$ cat config.mk
export PLATFORM = sky130hd
export DESIGN_NAME = la_alarm_agg
export DESIGN_NICKNAME = d
export VERILOG_FILES = /design/src/rtl/la_pkg.sv /design/src/rtl/la_fault_bank.sv /design/src/rtl/la_irq_core.sv /design/src/rtl/la_alarm_agg.sv
export SDC_FILE = /design/constraint.sdc
export NUM_CORES = 1
export LEC_CHECK = 0
export ABC_AREA = 1
export BUFFER_PORTS_ARGS = -buffer_cell sky130_fd_sc_hd__buf_2
export CORE_MARGIN = 1.5
export CORE_UTILIZATION = 51
export DETAILED_ROUTE_END_ITERATION = 8
export PLACE_DENSITY = 0.86
export SYNTH_ARGS = -nofsm -noshare
export SYNTH_HDL_FRONTEND = slang
export SYNTH_SLANG_ARGS = --single-unit
$ cat constraint.sdc
create_clock -name clk -period 1.8 [get_ports clk]
set_clock_uncertainty 0.1 [all_clocks]
set_input_delay 0.18 -clock clk [delete_from_list [all_inputs] [get_ports clk]]
set_output_delay 0.18 -clock clk [all_outputs]
set_load 0.1 [all_outputs]
$ cat src/rtl/la_pkg.sv
package la_pkg;
    localparam int REG_W  = 16;
    localparam int ADDR_W = 16;
    localparam int EV_N   = 3;
    // register bit used by each fault index; decoded by host software
    localparam int EV_POS [EV_N] = '{4, 3, 0};

    function automatic logic [REG_W-1:0] ev_pack(input logic [EV_N-1:0] v);
        logic [REG_W-1:0] r;
        r = '0;
        for (int i = 0; i < EV_N; i++) r[EV_POS[i]] = v[i];
        return r;
    endfunction

    function automatic logic [EV_N-1:0] ev_unpack(input logic [REG_W-1:0] d);
        logic [EV_N-1:0] r;
        for (int i = 0; i < EV_N; i++) r[i] = d[EV_POS[i]];
        return r;
    endfunction
endpackage

$ cat src/rtl/la_fault_bank.sv
module la_fault_bank #(
    parameter int EV_N = 3,
    parameter logic [EV_N-1:0] CTRL_RST = '1
) (
    input  logic            clk,
    input  logic            rst_n,
    input  logic [EV_N-1:0] fault_i,
    input  logic            ctrl_we,
    input  logic [EV_N-1:0] ctrl_wv,
    input  logic            stat_rd,
    output logic [EV_N-1:0] ctrl_o,
    output logic [EV_N-1:0] stat_o,
    output logic            grp_nx_o
);
    typedef struct packed {
        logic [EV_N-1:0] ctrl;
        logic [EV_N-1:0] stat;
    } bank_t;

    bank_t st_d, st_q;

    always_comb begin
        st_d = st_q;
        if (ctrl_we) st_d.ctrl = ctrl_wv;
        st_d.stat = fault_i | (st_q.stat & {EV_N{~stat_rd}});
        grp_nx_o  = |(st_d.stat & st_d.ctrl);
    end

    always_ff @(posedge clk or negedge rst_n) begin
        if (!rst_n) begin
            st_q.ctrl <= CTRL_RST;
            st_q.stat <= '0;
        end else begin
            st_q <= st_d;
        end
    end

    assign ctrl_o = st_q.ctrl;
    assign stat_o = st_q.stat;

    // a present fault is visible in status after the edge
    a_r4_fault_latched: assert property (@(posedge clk) disable iff (!rst_n)
        (|fault_i) |=> ((stat_o & $past(fault_i)) == $past(fault_i)));
    // set bits hold until a read
    a_r5_hold_until_read: assert property (@(posedge clk) disable iff (!rst_n)
        !stat_rd |=> ((stat_o & $past(stat_o)) == $past(stat_o)));
    // a read with no fault present empties the register
    a_r5_read_clears: assert property (@(posedge clk) disable iff (!rst_n)
        (stat_rd && fault_i == '0) |=> (stat_o == '0));
endmodule

$ cat src/rtl/la_irq_core.sv
module la_irq_core #(
    parameter int GRP_N = 3
) (
    input  logic             clk,
    input  logic             rst_n,
    input  logic             rx_grp_nx,
    input  logic             tx_grp_nx,
    input  logic             ls_i,
    input  logic             grant_i,
    input  logic             en_we,
    input  logic [GRP_N-1:0] en_wv,
    input  logic             lstat_rd,
    output logic [GRP_N-1:0] en_o,
    output logic [GRP_N:0]   lstat_o,
    output logic             irq_o
);
    typedef struct packed {
        logic [GRP_N-1:0] en;
        logic             grp_rx;
        logic             grp_tx;
        logic             ls;
        logic             grant;
        logic             irq;
    } core_t;

    core_t st_d, st_q;

    always_comb begin
        st_d = st_q;
        if (en_we) st_d.en = en_wv;
        st_d.grp_rx = rx_grp_nx;
        st_d.grp_tx = tx_grp_nx;
        st_d.ls     = ls_i | (st_q.ls & ~lstat_rd);
        st_d.grant  = grant_i;
        st_d.irq    = |(st_d.en & {st_d.grp_rx, st_d.grp_tx, st_d.ls});
    end

    always_ff @(posedge clk or negedge rst_n) begin
        if (!rst_n) st_q <= '0;
        else        st_q <= st_d;
    end

    assign en_o    = st_q.en;
    assign lstat_o = {st_q.grant, st_q.grp_rx, st_q.grp_tx, st_q.ls};
    assign irq_o   = st_q.irq;

    // interrupt only with an enabled source
    a_r8_irq_has_source: assert property (@(posedge clk) disable iff (!rst_n)
        irq_o |-> ((en_o & lstat_o[GRP_N-1:0]) != '0));
    // writing all enables to zero releases the pin at once
    a_r9_disable_releases: assert property (@(posedge clk) disable iff (!rst_n)
        (en_we && en_wv == '0) |=> !irq_o);
    // grant bit follows its input by one edge
    a_r7_grant_tracks: assert property (@(posedge clk) disable iff (!rst_n)
        1'b1 |=> (lstat_o[GRP_N] == $past(grant_i)));
endmodule

$ cat src/rtl/la_alarm_agg.sv
module la_alarm_agg
    import la_pkg::*;
#(
    parameter logic [ADDR_W-1:0] BASE = 16'h9000
) (
    input  logic              clk,
    input  logic              rst_n,
    input  logic              reg_wr,
    input  logic              reg_rd,
    input  logic [ADDR_W-1:0] reg_addr,
    input  logic [REG_W-1:0]  reg_wdata,
    output logic [REG_W-1:0]  reg_rdata,
    output logic              reg_rvalid,
    input  logic [EV_N-1:0]   rx_fault,
    input  logic [EV_N-1:0]   tx_fault,
    input  logic              ls_event,
    input  logic              host_grant,
    output logic              irq_n
);
    localparam int DIR_N = 2;
    localparam int GRP_N = 3;
    localparam logic [ADDR_W-1:0] A_ICTL = BASE + ADDR_W'(2);
    localparam logic [ADDR_W-1:0] A_ISTA = BASE + ADDR_W'(5);

    logic [DIR_N-1:0][EV_N-1:0] fault_a, ctrl_a, stat_a;
    logic [DIR_N-1:0]           ctrl_we_a, stat_rd_a, grp_a;
    logic [GRP_N-1:0]           en_q;
    logic [GRP_N:0]             lstat_q;
    logic                       irq_q;
    logic                       unused_wbits;

    assign fault_a[0]   = rx_fault;
    assign fault_a[1]   = tx_fault;
    assign unused_wbits = ^reg_wdata;

    for (genvar g = 0; g < DIR_N; g++) begin : g_dir
        assign ctrl_we_a[g] = reg_wr && (reg_addr == BASE + ADDR_W'(g));
        assign stat_rd_a[g] = reg_rd && (reg_addr == BASE + ADDR_W'(3 + g));
        la_fault_bank #(.EV_N(EV_N), .CTRL_RST({EV_N{1'b1}})) u_bank (
            .clk      (clk),
            .rst_n    (rst_n),
            .fault_i  (fault_a[g]),
            .ctrl_we  (ctrl_we_a[g]),
            .ctrl_wv  (ev_unpack(reg_wdata)),
            .stat_rd  (stat_rd_a[g]),
            .ctrl_o   (ctrl_a[g]),
            .stat_o   (stat_a[g]),
            .grp_nx_o (grp_a[g])
        );
    end

    la_irq_core #(.GRP_N(GRP_N)) u_core (
        .clk       (clk),
        .rst_n     (rst_n),
        .rx_grp_nx (grp_a[0]),
        .tx_grp_nx (grp_a[1]),
        .ls_i      (ls_event),
        .grant_i   (host_grant),
        .en_we     (reg_wr && (reg_addr == A_ICTL)),
        .en_wv     (reg_wdata[GRP_N-1:0]),
        .lstat_rd  (reg_rd && (reg_addr == A_ISTA)),
        .en_o      (en_q),
        .lstat_o   (lstat_q),
        .irq_o     (irq_q)
    );

    typedef struct packed {
        logic [REG_W-1:0] rdata;
        logic             rvalid;
    } rd_t;

    rd_t rd_d, rd_q;

    always_comb begin
        rd_d.rvalid = reg_rd;
        rd_d.rdata  = '0;
        if (reg_rd) begin
            for (int g = 0; g < DIR_N; g++) begin
                if (reg_addr == BASE + ADDR_W'(g))     rd_d.rdata = ev_pack(ctrl_a[g]);
                if (reg_addr == BASE + ADDR_W'(3 + g)) rd_d.rdata = ev_pack(stat_a[g]);
            end
            if (reg_addr == A_ICTL) rd_d.rdata = REG_W'(en_q);
            if (reg_addr == A_ISTA) rd_d.rdata = REG_W'(lstat_q);
        end
    end

    always_ff @(posedge clk or negedge rst_n) begin
        if (!rst_n) rd_q <= '0;
        else        rd_q <= rd_d;
    end

    assign reg_rdata  = rd_q.rdata;
    assign reg_rvalid = rd_q.rvalid;
    assign irq_n      = ~irq_q;

    // read data arrives one cycle after the strobe
    a_r2_rvalid_follows: assert property (@(posedge clk) disable iff (!rst_n)
        reg_rd |=> reg_rvalid);
    // upper bits are never set on the read port
    a_r3_upper_zero: assert property (@(posedge clk) disable iff (!rst_n)
        reg_rvalid |-> (reg_rdata[REG_W-1:5] == '0));
    // out-of-range reads return zero
    a_r2_unmapped_zero: assert property (@(posedge clk) disable iff (!rst_n)
        (reg_rd && (reg_addr < BASE || reg_addr > A_ISTA)) |=> (reg_rdata == '0));
endmodule

==> After elaboration in Yosys (flattened, before gate mapping) <==
Cells that the tools add are included.
Widths: inputs -> output; s select.
{ "op_classes": {"n_addsub": 0, "n_mul": 0, "n_div": 0, "magnitude_cmp": 0, "eq_ne": 6, "n_shift": 0, "muxes": 10, "n_bitwise": 13, "n_reduce_logical": 9} }
{ "ops": {"columns": ["operator", "count"], "rows": [
  ["$eq 16x16->1 const B", 6],
  ["$mux 16", 6],
  ["$and 3x3->3", 5],
  ["$mux 3", 3],
  ["$reduce_or 3->1", 3],
  ["$logic_and 1x1->1", 6],
  ["$or 3x3->3", 2],
  ["$mux 5", 1],
  ["$not 1->1", 4],
  ["$and 1x1->1", 1],
  ["$or 1x1->1", 1]
]} }
{ "word_totals": {"reg_bits": 37, "latch_bits": 0, "ram_bits": 0, "romBits": 0, "output_inout_bits": 18, "word_cells": 50, "mem_count": 0} }

==> Longest topological paths before layout <==
Gate-level depths: netlist (run 1).
{ "depth": {"ltp_word": 9, "ltp_mapped": 11, "depth_no_buf": 11} }

==> Modules after synthesis <==
A second synthesis (run 1) with hierarchy kept.
{ "hier_totals": {"cells_unflattened": 204, "hier_area_um2": 1526.5} }
{ "by_module_without_submodules": {"columns": ["module", "instances", "cells_per_inst", "area_each_um2", "seq_area_each_um2"], "rows": [
  ["la_alarm_agg", 1, 114, 701.9, 150.1],
  ["la_fault_bank", 2, 30, 260.2, 153.9],
  ["la_irq_core", 1, 30, 304.0, 200.2]
]} }

==> Least setup slack after synthesis (run 1) <==
OpenSTA, ideal clock, no wires.
{ "synth_path": {"kind": "input port to flip-flop", "from": "input port reg_addr[7]", "to": "register u_core.st_q, in the netlist u_core.irq_o", "setup_ns": 0.124, "arrival_ns": 1.098, "required_time_ns": 1.576, "path_slack_ns": 0.478, "stages": 10, "n_path_buf": 0, "path_cell_list": "nor2_1 -> nand2_2 -> nor2_4 -> nand3_1 -> nand2_1 -> nand2_1 -> nand2_1 -> nand3_2 -> nand2_1 -> nand3_1"} }
{ "synth_rtl": {"columns": ["element", "line_no", "rtl"], "rows": [
  ["start, declared", "la_alarm_agg.sv:10", "input logic [ADDR_W-1:0] reg_addr,"],
  ["end signal, assigned", "la_irq_core.sv:40", "else st_q <= st_d;"],
  ["end, declared", "la_irq_core.sv:26", "core_t st_d, st_q;"]
]} }

==> Final worst setup path (run 1) <==
{ "layout_path": {"from": "register u_core.st_q, in the netlist u_core.irq_o", "to": "output port irq_n"} }
{ "layout_via": {"elab_chain_cells": 1} }
{ "layout_rtl": {"columns": ["element", "line_no", "rtl"], "rows": [
  ["$not 1->1", "la_alarm_agg.sv:94", "assign irq_n = ~irq_q;"],
  ["end, declared", "la_alarm_agg.sv:18", "output logic irq_n"]
]} }
No other way between the ends.

==> metrics.txt, run 1 <==
DP Cell Count=262; Final ANT Viol Nets=0; # fillers=230; wire length per cell=11.0 um; status=finished, final reports clean; clk buf depth=2; H-Tree Level Count=1; vias per cell=4.96; RR Startpoint=g_dir[0].u_bank.ctrl_o[2]$_DFF_PN1_; port bufs=39; Worst Setup Path Type=reg -> out; Fin. Hold Viols=0; all-layer global routing usage=19.5%; Comb pwr share=18.2%; height of the die=57.1 um; total internal power=866 uW; crit-path max FO=1; commonest non-fill, non-tap cell in the layout=nand2_1; crit end category=output port; Worst Setup EP=irq_n; CP arrival=1.16 ns; clk_lat worst skew=0.33 ns; Placer Congestion=0.882; Switching Share=28.5%; post-synthesis instance total=194; static leakage=0.000984 uW; CTS tree=yes; Die X-Extent=57.1 um; actual slew at the worst max-slew pin=0.572 ns; HP Class=in -> reg; yosys warns=0; antenna diode count=0; DRC=0; nets=292; Final setup viols=0; Flop pwr share=48.5%; vias in the first global route=1232; Synth Cell Area=0.00149 mm^2; Peak VDD IR=0.000428 V; max frequency=695 MHz; commonest cells after routing, fill and taps aside=nand2_1 (61), buf_2 (39), inv_1 (22), dfrtp_1 (20); die footprint=0.00326 mm^2; Pre-Repair DR Iteration Count=4; Netlist cell types=24; minimum clock period=1.44 ns; sequential share of the synthesized area=44.2%; PnR Total Power=1210 uW; Final HPWL DP=2200 um; Max-cap violations=0; I/O pins=62; Post-CTS Repair Setup Buffers=0; Setup TNS=0 ns; first-pass GRT wire length=4990 um; crit path launch type=flip-flop; CTS Buf Count=3; clk sinks=26; largest net degree at the start of global routing=27; via count=1378; reg-to-reg setup timing slack=0.57 ns; worst hold margin=0.0136 ns; clock-pin slew on the worst setup and hold paths=0.14 ns; flops & latches, synth=26; Starting Density=54.0%; Reg-to-Reg End=reg_rdata[0]$_DFF_PN0_; Clock Tree Root=clkbuf_4; Iter 0 DRT Violations=26; non-filler cells, final=278; CP required=1.52 ns; WL final=3050 um; global route overflow=0; CORE AREA=0.00276 mm^2; initial antenna violation count=0; Rows=19; Worst Setup SP=u_core.irq_o$_DFF_PN0_; RSZ-0062 raised after global routing=no; Slew HR=61.9%; R2R depth=6; share of layout cells above drive strength 1=27.9%; pwr dens=657 mW/mm^2; area grow syn2layout=23.8%; Tcrit/Tclk final=80.0%; Slew Viols, Final=0; Switch Pwr=345 uW; clock share of power=33.2%; mean post-synth cell area=7.68 um^2
-- registers in the layout (all words and copies together), names as in the netlist --
name,count
reg_rvalid,1
reg_rdata,5
u_core.en_o,3
u_core.lstat_o,4
u_core.irq_o,1
g_dir.u_bank.stat_o,6
g_dir.u_bank.ctrl_o,6
-- area by class of cell --
cell class | instances | area, um^2 | share of cell area (%)
Multi-Input combinational cell | 141 | 682 | 37.0
Sequential cell | 26 | 658 | 35.7
Timing Repair Buffer | 52 | 323 | 17.5
Inverter | 24 | 90.1 | 4.88
Tap cell | 31 | 38.8 | 2.10
Clock inverter | 1 | 30.0 | 1.63
Clock buffer | 3 | 22.5 | 1.22
-- synthesized netlist by cell type --
cell type / instances / share of area (%)
a21oi_1: 2 / 0.67
buf_4: 11 / 5.5
buf_6: 1 / 0.76
clkbuf_1: 1 / 0.25
conb_1: 1 / 0.25
dfrtp_1: 20 / 34
dfstp_2: 6 / 11
inv_1: 22 / 5.5
inv_2: 2 / 0.50
nand2_1: 61 / 15
nand2_2: 1 / 0.42
nand3_1: 17 / 5.7
nand3_2: 3 / 2.0
nand3_4: 1 / 1.2
nand4_1: 7 / 2.9
nor2_1: 17 / 4.3
nor2_2: 5 / 2.1
nor2_4: 4 / 3.0
nor3_2: 2 / 1.3
o211ai_1: 1 / 0.50
o21ai_0: 6 / 2.0
o21ai_1: 1 / 0.34
o21ai_2: 1 / 0.59
o21bai_1: 1 / 0.50
-- stage by stage --
stage	setup WS [ns]	area [um^2]	util, %
2_1_floorplan	0.478	1530	-
3_3_place_gp	0.183	1670	60.6
3_5_place_dp	0.148	1670	60.6
4_1_cts	0.345	1840	66.9
5_1_grt	0.304	1840	66.9
6_report	0.361	1840	66.9
-- per-layer routing --
layer | wire length [um] | GRT usage, % | vias up
li1 | - | - | 693
met1 | 1340 | 23.9 | 628
met2 | 1430 | 32.2 | 48
met3 | 174 | 2.72 | 9
met4 | 108 | 12.3 | 0
met5 | 0 | 0 | -
-- timing repair --
| action | 4_1_cts | 5_1_grt |
|---|---|---|
| hold endpoints to repair | 32 | 0 |
| endpoints found under the setup margin | 0 | 0 |
| hold buffers | 12 | 0 |
| resized for setup | 0 | 0 |
-- how the worst min path moves through the flow --
stage,startpoint,cells after the start,to
floorplan,rst_n,0,g_dir[0].u_bank.stat_o[0]$_DFF_PN0_
global placement,rst_n,1,g_dir[0].u_bank.stat_o[1]$_DFF_PN0_
detailed placement,rst_n,1,g_dir[0].u_bank.stat_o[1]$_DFF_PN0_
CTS,reg_wdata[0],3,g_dir[1].u_bank.ctrl_o[2]$_DFF_PN1_
global route,reg_wdata[0],3,g_dir[0].u_bank.ctrl_o[2]$_DFF_PN1_
finish,reg_wdata[0],3,g_dir[1].u_bank.ctrl_o[2]$_DFF_PN1_
-- cell families after synthesis --
kind of cell	synth area share, %
and+or+nand+nor	38.4
buffers and inverters	12.6
DFF	44.2
AOI/OAI and AO/OA	4.62
other	0.252
-- power groups by stage --
stage	logic, uW	clock network, uW	registers, uW
4_1_cts	221	412	588
3_5_place_dp	201	0	598
2_1_floorplan	152	0	607
6_report	221	403	588
5_1_grt	236	440	589
3_3_place_gp	199	0	598
-- worst max-delay path, cell delays in order, from the launching register on --
cell	delay (ns)
dfrtp_1	0.38
inv_1	0.04
buf_2	0.41
Power figures use the tool's default switching activity.
==> run 2, diff against run 1 <==
Settings changed: ABC_AREA 1 to 0, CORE_UTILIZATION 51 to 46, PLACE_DENSITY 0.86 to 0.81.
Clock period 1.8 ns to 1.4 ns, I/O delays scaled along.
==> run 2 against run 1 <==
Die area fell by 1.4%; highest routed layer unchanged; via count decreased by 13%; critical endpoint is now u_core.irq_o$_DFF_PN0_; hold slack lost 0.090 ns; first-iteration DRC count up 35%; cell count shrank 17%; combinational power grew 52%; critical path type is now in -> reg; the flow now finishes with violations (negative hold slack, negative setup slack); critical path depth increased by 6; non-clock buffer count up 24; total power grew 33%; area after synthesis is 11% lower; sequential cell count unchanged; register-to-register slack worse by 0.63 ns.
==> metrics.txt, run 2 <==
status=finished, violations left; failing checks=negative hold slack, negative setup slack; Worst Setup Path Type=in -> reg; most common cell in the synthesized netlist=dfrtp_1; crit end category=flip-flop; non-filler cells, final=232 (-17%); global routing usage on met1=28.1% (+4.2 points); max frequency=523 MHz; HP Class=in -> reg; CP max stage delay=0.34 ns (-0.07 ns); Multi-input gate area=707 um^2 (+3.7%); Slew HR=62.1% (+0.25 points); register area=658 um^2 (unchanged); Main synth FF type=dfrtp_1; busiest metal layer after global routing=met2; all-layer global routing usage=22.5% (+3.1 points); crit-path max FO=3 (+2); PnR Total Power=1610 uW (+33%); Starting Density=48.4% (-5.6 points); Iter 0 DRT Violations=35 (+35%); commonest cells after routing, fill and taps aside=buf_2 (34), dfrtp_1 (20), buf_4 (19), buf_6 (13), nor2_1 (12); share of layout cells above drive strength 1=51.7% (+24 points); Final setup viols=10 (+10); antenna diode count=0 (unchanged); Global Route met2 Usage=38.5% (+6.4 points); RSZ-0062 raised after global routing=yes; clk sinks=26 (unchanged); number of synthesized flops with an enable pin=0 (unchanged); I/O pins=62 (unchanged); minimum clock period=1.91 ns; nets=246 (-16%); Async SR Flop Fraction=100% (unchanged); Clock Tree Root=clkbuf_4; clock-pin slew on the worst setup and hold paths=0.14 ns (about the same); initial antenna violation count=0 (unchanged); H-Tree Level Count=1 (unchanged); Crit-path slowest cell=nor4_4; RR Startpoint=g_dir[1].u_bank.ctrl_o[1]$_DFF_PN1_; Hold Crit Start=tx_fault[1]; worst hold margin=-0.0767 ns (-0.0902 ns); clk_lat worst skew=0.33 ns (about the same); first-pass GRT wire length=5550 um (+11%); Pre-Repair DR Iteration Count=4 (unchanged); Place WS=-0.885 ns (-1.03 ns); global route overflow=0 (unchanged); post-synthesis instance total=125 (-36%); Max-cap violations=0 (unchanged); most frequent cells after synthesis=dfrtp_1 (20), inv_1 (14), nor2_1 (12); clk buf depth=2 (unchanged); Rows=19 (unchanged); Cell Chain, Critical Path=buf_6, nor4_4, nand4_1, nor3_4, buf_6, mux2_4, a222oi_1, o221ai_1; WL final=3610 um (+18%); height of the die=56.6 um (-0.72%); yosys warns=0 (unchanged); port bufs=39 (unchanged); flops & latches, synth=26 (unchanged); actual slew at the worst max-slew pin=0.568 ns (-0.00369 ns); mean post-synth cell area=10.6 um^2 (+38%); area grow syn2layout=56.2%; DP Cell Count=211 (-19%); Top delay family on crit path=simple AND/OR/NAND/NOR gates; Final ANT Viol Nets=0 (unchanged); Tcrit/Tclk final=137%; main area contributors after synthesis=dfrtp_1 (38%), dfstp_2 (12%), buf_4 (6.2%); largest net degree at the start of global routing=27 (unchanged); Peak VDD IR=0.000701 V (+64%); commonest non-fill, non-tap cell in the layout=buf_2; worst hold path cell count=2 (-1); Fin. Hold Viols=1 (+1); CTS tree=yes; CP arrival=2.02 ns (+0.86 ns); sequential share of the synthesized area=49.7% (+5.6 points); Worst Setup SP=reg_addr[4]; Global Route met3 Usage=3.92% (+1.2 points); static leakage=0.00101 uW (+2.4%); vias per cell=5.19 (+4.8%); pwr dens=776 mW/mm^2 (+18%); CP required=1.51 ns (about the same); R2R depth=3 (-3); CP most frequent cell=buf_6; DRC=0 (unchanged); Slew Viols, Final=0 (unchanged); Final HPWL DP=2400 um (+8.8%); via count=1205 (-13%); Yosys top cell area share=37.8% (+4.2 points); cell taking the most area after synthesis=dfrtp_1; # fillers=186 (-19%); CP Depth=8 (+6); die footprint=0.00321 mm^2 (-1.4%); Worst Path Buf+Inv=2 (unchanged); worst setup margin=-0.513 ns (-0.873 ns); Synth Cell Area=0.00132 mm^2 (-11%); wire length per cell=15.6 um (+42%); crit path launch type=input port; CTS Buf Count=3 (unchanged); Netlist cell types=38 (+58%); vias in the first global route=1234 (+0.16%); Die X-Extent=56.6 um (-0.72%); Placer Congestion=0.841 (-4.6%); CORE AREA=0.00273 mm^2 (-0.86%)
[run 2: what timing repair did]
item                                    4_1_cts  5_1_grt
pin swaps                                     7       12
resized for setup                            17       27
hold buffers                                  9        1
endpoints found under the hold margin        31        2
endpoints found under the setup margin        9       13
setup buffers                                 4        3
[run 2: stage by stage]
stage	setup TNS, ns	utilization [%]	instance area [um^2]
5_1_grt	-2.64	75.7	2070
2_1_floorplan	-2.66	-	1370
6_report	-2.00	75.7	2070
4_1_cts	-1.78	69.8	1910
3_3_place_gp	-6.57	60.5	1660
3_5_place_dp	-7.14	60.5	1660
[run 2: worst paths after layout]
path | endpoint | slack (ns)
setup / recovery | u_core.irq_o$_DFF_PN0_ | -0.51
hold / removal | g_dir[1].u_bank.stat_o[1]$_DFF_PN0_ | -0.08
setup reg to reg | u_core.irq_o$_DFF_PN0_ | -0.06
hold reg to reg | g_dir[1].u_bank.stat_o[0]$_DFF_PN0_ | 0.43
max in group asynchronous | g_dir[1].u_bank.ctrl_o[1]$_DFF_PN1_ | 0.60
min in group asynchronous | g_dir[1].u_bank.stat_o[0]$_DFF_PN0_ | 0.23
[run 2: report_power, final]
group          internal (uW)  switching, uW  total (uW)
logic                    101            234         335
registers                755          0.743         756
clock network            290            225         515
total                   1150            460        1610
[run 2: cell families (layout without fill, tap and decap cells)]
logic type	Yosys count	in the layout	share of synthesized area (%)
flops	26	26	49.7
buf+inv	28	94	11.2
simple gates	37	37	17.5
other cells	1	11	0.283
compound gates	21	21	11.9
mux	12	12	9.45
[run 2: worst register-to-register path, delay by kind of cell, from the launching register on]
| family | cells | cell delay (ns) |
|---|---|---|
| flip-flops | 1 | 0.40 |
| AO/OA/AOI/OAI | 2 | 0.56 |
| multiplexers | 1 | 0.28 |
[run 2: layout make-up]
type,count,area share [%]
clock buffers,3,1.09
clock inverters,1,1.45
inverters,14,2.54
multi-input cells,81,34.2
flip-flops and latches,26,31.8
well taps,31,1.88
repair buffers,76,27.0
[run 2: per-layer routing]
metal / part of all wire [%] / up-vias
li1: - / 564
met1: 39 / 576
met2: 51 / 57
met3: 7.3 / 8
met4: 2.5 / 0
met5: 0 / -
